--- src/rtl/cmd_dec_pkg.sv ---
package cmd_dec_pkg;
  localparam int WORD_W    = 32;
  localparam int ADDR_W    = 12;
  localparam int CNT_W     = 13;
  localparam int SUBCH_W   = 3;
  localparam int KIND_W    = 3;
  localparam int MAC_IDX_W = 7;

  localparam int KIND_LSB  = 29;
  localparam int CNT_LSB   = 16;
  localparam int SUBCH_LSB = 13;

  localparam logic [KIND_W-1:0] KIND_INC    = 3'd1;
  localparam logic [KIND_W-1:0] KIND_HOLD   = 3'd3;
  localparam logic [KIND_W-1:0] KIND_IMM    = 3'd4;
  localparam logic [KIND_W-1:0] KIND_ONCE   = 3'd5;

  typedef enum logic [1:0] {
    STEP_INC  = 2'd0,
    STEP_HOLD = 2'd1,
    STEP_ONCE = 2'd2
  } step_mode_e;

  typedef enum logic [1:0] {
    PORT_CLS = 2'd0,
    PORT_ENG = 2'd1,
    PORT_MAC = 2'd2
  } port_e;

  typedef struct packed {
    logic [ADDR_W-1:0]  addr;
    logic [SUBCH_W-1:0] subch;
    logic [WORD_W-1:0]  data;
    logic               last;
  } method_t;
endpackage

--- src/rtl/cmd_hdr_parse.sv ---
module cmd_hdr_parse
  import cmd_dec_pkg::*;
(
  input  logic [WORD_W-1:0]  word_i,
  output logic               is_run_o,
  output logic               is_imm_o,
  output step_mode_e         mode_o,
  output logic [CNT_W-1:0]   cnt_o,
  output logic [SUBCH_W-1:0] subch_o,
  output logic [ADDR_W-1:0]  addr_o,
  output logic [WORD_W-1:0]  imm_o
);
  logic [KIND_W-1:0] kind;

  assign kind    = word_i[KIND_LSB +: KIND_W];
  assign cnt_o   = word_i[CNT_LSB +: CNT_W];
  assign subch_o = word_i[SUBCH_LSB +: SUBCH_W];
  assign addr_o  = word_i[ADDR_W-1:0];
  assign imm_o   = {{(WORD_W-CNT_W){1'b0}}, cnt_o};

  always_comb begin
    is_run_o = 1'b0;
    is_imm_o = 1'b0;
    mode_o   = STEP_INC;
    unique case (kind)
      KIND_INC:  begin is_run_o = (cnt_o != '0); mode_o = STEP_INC;  end
      KIND_HOLD: begin is_run_o = (cnt_o != '0); mode_o = STEP_HOLD; end
      KIND_ONCE: begin is_run_o = (cnt_o != '0); mode_o = STEP_ONCE; end
      KIND_IMM:  is_imm_o = 1'b1;
      default:   ;
    endcase
  end
endmodule

--- src/rtl/cmd_seq_state.sv ---
module cmd_seq_state
  import cmd_dec_pkg::*;
(
  input  logic               clk_i,
  input  logic               rst_ni,
  input  logic               load_i,
  input  logic               step_i,
  input  logic [CNT_W-1:0]   cnt_i,
  input  logic [ADDR_W-1:0]  addr_i,
  input  logic [SUBCH_W-1:0] subch_i,
  input  step_mode_e         mode_i,
  output logic               busy_o,
  output logic               last_o,
  output logic [ADDR_W-1:0]  addr_o,
  output logic [SUBCH_W-1:0] subch_o
);
  logic [CNT_W-1:0] cnt_q;
  step_mode_e       mode_q;

  always_ff @(posedge clk_i or negedge rst_ni) begin
    if (!rst_ni) begin
      cnt_q   <= '0;
      addr_o  <= '0;
      subch_o <= '0;
      mode_q  <= STEP_INC;
    end else if (load_i) begin
      cnt_q   <= cnt_i;
      addr_o  <= addr_i;
      subch_o <= subch_i;
      mode_q  <= mode_i;
    end else if (step_i) begin
      cnt_q <= cnt_q - 1'b1;
      unique case (mode_q)
        STEP_INC:  addr_o <= addr_o + 1'b1;
        STEP_ONCE: begin
          addr_o <= addr_o + 1'b1;
          mode_q <= STEP_HOLD;   // single step, then hold
        end
        default:   ;
      endcase
    end
  end

  assign busy_o = (cnt_q != '0);
  assign last_o = (cnt_q == CNT_W'(1));
endmodule

--- src/rtl/cmd_method_router.sv ---
module cmd_method_router
  import cmd_dec_pkg::*;
#(
  parameter int CLS_LIMIT = 'h60,
  parameter int ENG_LIMIT = 'hE00
) (
  input  logic                valid_i,
  input  method_t             meth_i,
  output logic                ready_o,
  output logic                cls_valid_o,
  input  logic                cls_ready_i,
  output logic [ADDR_W+1:0]   cls_offset_o,
  output logic [WORD_W-1:0]   cls_data_o,
  output logic                eng_valid_o,
  input  logic                eng_ready_i,
  output logic [SUBCH_W-1:0]  eng_subch_o,
  output logic [ADDR_W-1:0]   eng_method_o,
  output logic [WORD_W-1:0]   eng_data_o,
  output logic                mac_valid_o,
  input  logic                mac_ready_i,
  output logic [MAC_IDX_W-1:0] mac_index_o,
  output logic                mac_push_o,
  output logic                mac_exec_o,
  output logic [WORD_W-1:0]   mac_data_o
);
  port_e sel;

  always_comb begin
    if (int'(meth_i.addr) < CLS_LIMIT)      sel = PORT_CLS;
    else if (int'(meth_i.addr) < ENG_LIMIT) sel = PORT_ENG;
    else                                    sel = PORT_MAC;
  end

  always_comb begin
    unique case (sel)
      PORT_CLS: ready_o = cls_ready_i;
      PORT_ENG: ready_o = eng_ready_i;
      default:  ready_o = mac_ready_i;
    endcase
  end

  assign cls_valid_o  = valid_i && (sel == PORT_CLS);
  assign cls_offset_o = {meth_i.addr, 2'b00};
  assign cls_data_o   = meth_i.data;

  assign eng_valid_o  = valid_i && (sel == PORT_ENG);
  assign eng_subch_o  = meth_i.subch;
  assign eng_method_o = meth_i.addr;
  assign eng_data_o   = meth_i.data;

  assign mac_valid_o  = valid_i && (sel == PORT_MAC);
  assign mac_index_o  = meth_i.addr[MAC_IDX_W:1];
  assign mac_push_o   = meth_i.addr[0];
  assign mac_exec_o   = mac_valid_o && meth_i.last;
  assign mac_data_o   = meth_i.data;
endmodule

--- src/rtl/cmd_method_decoder.sv ---
module cmd_method_decoder
  import cmd_dec_pkg::*;
#(
  parameter int CLS_LIMIT = 'h60,
  parameter int ENG_LIMIT = 'hE00
) (
  input  logic                 clk_i,
  input  logic                 rst_ni,
  input  logic [WORD_W-1:0]    word_i,
  input  logic                 word_valid_i,
  output logic                 word_ready_o,
  output logic                 cls_valid_o,
  input  logic                 cls_ready_i,
  output logic [ADDR_W+1:0]    cls_offset_o,
  output logic [WORD_W-1:0]    cls_data_o,
  output logic                 eng_valid_o,
  input  logic                 eng_ready_i,
  output logic [SUBCH_W-1:0]   eng_subch_o,
  output logic [ADDR_W-1:0]    eng_method_o,
  output logic [WORD_W-1:0]    eng_data_o,
  output logic                 mac_valid_o,
  input  logic                 mac_ready_i,
  output logic [MAC_IDX_W-1:0] mac_index_o,
  output logic                 mac_push_o,
  output logic                 mac_exec_o,
  output logic [WORD_W-1:0]    mac_data_o
);
  logic               h_run, h_imm;
  step_mode_e         h_mode;
  logic [CNT_W-1:0]   h_cnt;
  logic [SUBCH_W-1:0] h_subch;
  logic [ADDR_W-1:0]  h_addr;
  logic [WORD_W-1:0]  h_imm_data;

  logic               busy, last;
  logic [ADDR_W-1:0]  cur_addr;
  logic [SUBCH_W-1:0] cur_subch;

  logic    emit, route_ready, accept;
  method_t meth;

  cmd_hdr_parse u_parse (
    .word_i   (word_i),
    .is_run_o (h_run),
    .is_imm_o (h_imm),
    .mode_o   (h_mode),
    .cnt_o    (h_cnt),
    .subch_o  (h_subch),
    .addr_o   (h_addr),
    .imm_o    (h_imm_data)
  );

  // header words only parse while idle; data words go straight out
  assign emit   = busy || h_imm;
  assign accept = word_valid_i && word_ready_o;
  assign word_ready_o = emit ? route_ready : 1'b1;

  always_comb begin
    if (busy) meth = '{addr: cur_addr, subch: cur_subch, data: word_i, last: last};
    else      meth = '{addr: h_addr, subch: h_subch, data: h_imm_data, last: 1'b1};
  end

  cmd_seq_state u_state (
    .clk_i   (clk_i),
    .rst_ni  (rst_ni),
    .load_i  (accept && !busy && h_run),
    .step_i  (accept && busy),
    .cnt_i   (h_cnt),
    .addr_i  (h_addr),
    .subch_i (h_subch),
    .mode_i  (h_mode),
    .busy_o  (busy),
    .last_o  (last),
    .addr_o  (cur_addr),
    .subch_o (cur_subch)
  );

  cmd_method_router #(
    .CLS_LIMIT (CLS_LIMIT),
    .ENG_LIMIT (ENG_LIMIT)
  ) u_router (
    .valid_i      (word_valid_i && emit),
    .meth_i       (meth),
    .ready_o      (route_ready),
    .cls_valid_o  (cls_valid_o),
    .cls_ready_i  (cls_ready_i),
    .cls_offset_o (cls_offset_o),
    .cls_data_o   (cls_data_o),
    .eng_valid_o  (eng_valid_o),
    .eng_ready_i  (eng_ready_i),
    .eng_subch_o  (eng_subch_o),
    .eng_method_o (eng_method_o),
    .eng_data_o   (eng_data_o),
    .mac_valid_o  (mac_valid_o),
    .mac_ready_i  (mac_ready_i),
    .mac_index_o  (mac_index_o),
    .mac_push_o   (mac_push_o),
    .mac_exec_o   (mac_exec_o),
    .mac_data_o   (mac_data_o)
  );
endmodule

--- config.mk ---
export PLATFORM = sky130hd
export DESIGN_NAME = cmd_method_decoder
export DESIGN_NICKNAME = d
export VERILOG_FILES = /design/src/rtl/cmd_dec_pkg.sv /design/src/rtl/cmd_hdr_parse.sv /design/src/rtl/cmd_seq_state.sv /design/src/rtl/cmd_method_router.sv /design/src/rtl/cmd_method_decoder.sv
export SDC_FILE = /design/constraint.sdc
export NUM_CORES = 1
export LEC_CHECK = 0
export ABC_AREA = 1
export BUFFER_PORTS_ARGS = -buffer_cell sky130_fd_sc_hd__clkbuf_2
export CORE_ASPECT_RATIO = 0.5
export CORE_MARGIN = 5
export CORE_UTILIZATION = 45
export DETAILED_ROUTE_END_ITERATION = 7
export PLACE_DENSITY = 0.86
export SLEW_MARGIN = 10
export SYNTH_ARGS = -nofsm -noshare
export SYNTH_HDL_FRONTEND = slang
export SYNTH_SLANG_ARGS = --single-unit
--- constraint.sdc ---
create_clock -name clk_i -period 3.2 [get_ports clk_i]
set_clock_uncertainty 0.1 [all_clocks]
set_input_delay 0.32 -clock clk_i [delete_from_list [all_inputs] [get_ports clk_i]]
set_output_delay 0.32 -clock clk_i [all_outputs]
set_load 0.05 [all_outputs]
After elaboration in Yosys (flattened, before gate mapping)
Index checks and enable logic that the tools add are counted.

Add/subtract/negate cells: 2. $mul: 0. Divide/modulo/power cells: 0. Magnitude comparators: 2. Equal/unequal tests: 8. Shift operators: 0. Muxes and demuxes: 16. Bitwise gates (word level): 0. Reductions and logical operators: 22.

Operators with widths (number): $mux 48 (1); $mux 12 (3); $mux 13 (2); $reduce_bool 13->1 (2); $eq 13x1->1 const B (1); $sub 13x1->13 const B (1); $add 12x1->12 const B (1); $lt 12x12->1 const B (1); $lt 12x7->1 const B (1); $mux 2 (5); $logic_and 1x1->1 (9); $eq 3x3->1 const B (2); $reduce_bool 2->1 (3); $eq 2x2->1 const B (2); $logic_not 2->1 (2); $pmux 2 s2 (1); $reduce_and 2->1 (2); $eq 3x1->1 const B (1); $eq 3x2->1 const B (1); $mux 1 (3); $reduce_or 3->1 (1); $eq 2x1->1 const B (1); $pmux 1 s2 (1); $reduce_or 2->1 (1); 2 further kinds (2).

Register bits: 30. Latch bits: 0. Memory bits (writable): 0. Bits in read-only memories: 0. Word-level logic and storage cells: 54. Memories: 0.

Logic depth before layout (Yosys ltp)
Word-level depth: 13. Mapped depth: 19.

Modules after synthesis
Synthesis repeated with hierarchy kept, for this count alone.

Cell total of the unflattened synthesis: 649. Area total of the unflattened synthesis: 4224.1 um^2.

By module, submodules not included: cmd_seq_state (times used 1, cells an instance 255, area an instance 1963.1 um^2, sequential area each 750.7 um^2); cmd_method_router (times used 1, cells an instance 154, area an instance 1092.3 um^2, sequential area each 0.0 um^2); cmd_method_decoder (times used 1, cells an instance 160, area an instance 626.9 um^2, sequential area each 0.0 um^2); cmd_hdr_parse (times used 1, cells an instance 80, area an instance 541.8 um^2, sequential area each 0.0 um^2).

Least setup slack after synthesis
OpenSTA, ideal clock, no wires.

Kind: register to output. From: reg u_state.cnt_q[0]. To: out eng_data_o[0]. Arrival time: 3.013 ns. Slack: -0.233 ns. Stages on the path, launching flop included: 11. Path buffers: 4. Cell sequence: dfrtp_1 > inv_1 > ha_1 > nand2_2 > nor2_8 > nand2_2 > buf_6 > buf_2 > clkbuf_1 > o21ai_0 > buf_4.

Longest elaborated chain between the ends: 2.

Ends and longest elaborated chain: start: declaration (RTL line cmd_seq_state.sv:17) `logic [CNT_W-1:0] cnt_q;`; start signal: assignment (RTL line cmd_seq_state.sv:27) `cnt_q <= cnt_i;`; start signal: assignment (RTL line cmd_seq_state.sv:32) `cnt_q <= cnt_q - 1'b1;`; $reduce_bool 13->1 (RTL line cmd_seq_state.sv:44) `assign busy_o = (cnt_q != '0);`; $mux 48 (RTL line cmd_method_decoder.sv:59) `if (busy) meth = '{addr: cur_addr, subch: cur_subch, data: word_i, last: last};`; end: declaration (RTL line cmd_method_decoder.sv:20) `output logic [WORD_W-1:0] eng_data_o,`.

No other way between the ends.

Worst setup path in the final report
From: reg u_state.cnt_q[0]. To: out mac_data_o[10].

Longest elaborated chain between the ends: 2.

Ends and longest elaborated chain: $reduce_bool 13->1 (RTL line cmd_seq_state.sv:44); $mux 48 (RTL line cmd_method_decoder.sv:59); end: declaration (RTL line cmd_method_decoder.sv:26) `output logic [WORD_W-1:0] mac_data_o`.

No other way between the ends.

==> summary.txt <==
Routing
  • WL final: 9.96 mm
  • DR pass1 iterations: 6
  • Via count: 3414
  • Final ANT Viol Nets: 0
  • Mean number of vias per cell: 5.04
  • Wirelength per Cell: 14.7 µm
  • DRC: 0
  • Drt initial violations: 302

Floorplan
  • Core Region: 0.00724 mm²
  • Die Wd: 131 µm
  • Die area: 0.00930 mm²
  • Starting density of the core: 0.459
  • Io pins: 176
  • # rows: 22
  • DIE HEIGHT: 70.7 µm

Timing
  • Post-layout min period: 2.94 ns
  • Max-Slew Margin vs Limit: 0.474
  • Final Setup Violations: 0
  • RSZ-0062 raised after global routing: false
  • Achievable Freq: 340 MHz
  • Final Hold Fails: 0
  • Slew @ Worst Pin: 0.789 ns
  • Period utilisation layout: 0.920
  • Max Slew Vio Count: 0

Layout
  • Final #Nets: 624
  • Util after Layout: 0.524
  • Commonest non-fill, non-tap cell in the layout: clkbuf_2
  • Area delta synth->final: 14.3%
  • Layout cell share with drive strength beyond 1: 0.349
  • Number of diodes: 0
  • Commonest non-fill, non-tap cells in the layout: clkbuf_2 (170), nand2_1 (127), inv_1 (46)
  • Fin area: 0.00380 mm²

GRT
  • Grt ovf: 0
  • Pin count of the biggest net entering global routing: 38
  • Tot GR Track Use: 0.205
  • Vias in the first global route: 3202
  • Antenna violations before repair: 0
  • Global-route wire length before repair: 16.1 mm

Worst setup path
  • FF-to-FF End: u_state.addr_o[9]$_DFFE_PN0P_
  • R2r setup slk: 0.29 ns
  • Element type at the critical path end: output port
  • Worst r2r path cells: 18
  • Largest fanout on the critical path: 36
  • CP Class: reg -> out
  • Worst Path Arrival: 2.52 ns
  • WP data required: 2.78 ns
  • Crit path launch type: flop
  • RR Startpoint: u_state.cnt_q[0]$_DFFE_PN0P_

Place
  • Routability congestion estimate: 0.948
  • Count of input and output buffers: 173
  • Cell Area, Placed: 0.00365 mm²
  • Detailed placer's ending HPWL: 7.73 mm

Pwr
  • Total Power: 2.80 mW
  • PD cells: 738 mW/mm²
  • Peak VDD IR: 0.302 mV
  • Clk pwr share: 0.165
  • Switching power of the nets: 1.58 mW
  • Combinational Power Share: 0.615
  • Sequential power share: 0.221
  • P_int: 1.22 mW
  • P_leak: 2.25 nW
  • Sw Share: 0.563

Clock tree
  • Post-CTS Hold Buffers: 0
  • Clock sinks: 30
  • CTS buffer count: 5
  • CTS root buf: clkbuf_16
  • Post-CTS setup buffers: 0
  • Later-pin clock latency in the skew report: 0.28 ns
  • Clock slew seen by the registers of the worst setup and hold paths: 0.05 ns
  • TritonCTS clock tree: built
  • H-tree lvl count: 2
  • Deepest clock path buffer count: 2

Logic synthesis
  • Yosys warning count: 0
  • Register area share after synthesis: 0.226
  • Synth area leaders: dfrtp_1 (23%), buf_4 (20%), nand2_1 (14%)
  • Mapped Cells: 503
  • Mapped Area: 0.00332 mm²
  • Yosys top cell area share: 0.226
  • Main synth FF type: dfrtp_1
  • Number of synthesized flops with an enable pin: 0
  • #FFs+latches synth: 30
  • Async set-reset flop share out of synthesis: 1.00
  • Area leader, netlist: dfrtp_1
  • Distinct cells, synth: 35
  • Syn_area_per_cell: 6.60 µm²

Min path
  • Worst hold path class: in -> async

Status
  • Status: finished, final reports clean

Run
  • Max-Cap Viols: 0
## cell families (layout without fill, tap and decap cells)
| logic type | Yosys count | after routing | share of synthesized area |
|---|---|---|---|
| simple gates | 253 | 253 | 0.354 |
| fa+ha+maj | 4 | 4 | 0.0151 |
| buf+inv | 155 | 232 | 0.281 |
| other cells | 1 | 2 | 0.00113 |
| xor+xnor | 21 | 21 | 0.0554 |
| flops | 30 | 30 | 0.226 |
| compound gates | 39 | 39 | 0.0671 |
## routing by layer
metal,wire [µm],vias up,global-route usage
li1,-,1673,-
met5,0,-,0
met3,602,22,0.0327
met2,4920,143,0.342
met1,4210,1576,0.272
met4,226,0,0.0718
## layout make-up
| class | instances | area [µm²] |
|---|---|---|
| Timing Repair Buffer | 179 | 968 |
| Inverter | 47 | 176 |
| Tap cell | 96 | 120 |
| Fill cell | 684 | 3440 |
| Sequential cell | 30 | 751 |
| Multi-Input combinational cell | 319 | 1640 |
| Clock buffer | 6 | 139 |
## what timing repair did
| action | 4_1_cts | 5_1_grt |
|---|---|---|
| setup endpoints to repair | 0 | 6 |
| gates resized for setup | 0 | 1 |
| hold endpoints to repair | 0 | 0 |
## power groups by stage
stage	clock (mW)	combinational (mW)	sequential (mW)
6_report	0.461	1.72	0.618
5_1_grt	0.484	1.84	0.634
4_1_cts	0.461	1.72	0.614
3_5_place_dp	0	1.70	0.619
3_3_place_gp	0	1.68	0.611
2_1_floorplan	0	1.47	0.590
## cell usage after synthesis (all sizes together) (2+ instances only)
master  count
nand3b      2
buf       101
clkbuf      7
inv        47
xnor2       4
nor4        2
nand2     131
xor2       17
nor2       49
nand4      26
o21ai      30
o211ai      5
nand3      36
ha          4
nor3        5
a21oi       2
dfrtp      30
## stage by stage
stage | worst slack (ns) | setup TNS [ns] | cells | hold slack (ns)
6_report | 0.257 | 0 | 677 | 0.0176
3_3_place_gp | 0.403 | 0 | 671 | 0.317
2_1_floorplan | -0.233 | -4.63 | 504 | -0.0756
5_1_grt | 0.00272 | 0 | 677 | 0.0886
3_5_place_dp | 0.290 | 0 | 671 | 0.338
4_1_cts | 0.284 | 0 | 677 | 0.0331
## state kept, by name, summed over array words and instances, names as in the netlist
name,count
u_state.subch_o,3
u_state.mode_q,2
u_state.addr_o,12
u_state.cnt_q,13
## worst max-delay path, stage by stage (launching register included)
cell      delay (ns)
dfrtp_1         0.42
inv_1           0.10
ha_1            0.16
nand2_2         0.09
nor2_8          0.17
nand2_2         0.17
buf_4           0.29
o21ai_0         0.48
clkbuf_2        0.38
## how the worst max path moves through the flow
stage / end / slack, ns / startpoint / cells after the start
after global routing: u_state.addr_o[1]$_DFFE_PN0P_ / 0.003 / u_state.cnt_q[10]$_DFFE_PN0P_ / 17
after detailed placement: u_state.addr_o[8]$_DFFE_PN0P_ / 0.29 / u_state.cnt_q[0]$_DFFE_PN0P_ / 15
final: mac_data_o[10] / 0.26 / u_state.cnt_q[0]$_DFFE_PN0P_ / 8
after floorplan: eng_data_o[0] / -0.23 / u_state.cnt_q[0]$_DFFE_PN0P_ / 10
after CTS: u_state.addr_o[8]$_DFFE_PN0P_ / 0.28 / u_state.cnt_q[0]$_DFFE_PN0P_ / 15
after global placement: u_state.addr_o[0]$_DFFE_PN0P_ / 0.40 / u_state.cnt_q[0]$_DFFE_PN0P_ / 15
Note: power is estimated with default switching activity, not from simulation.
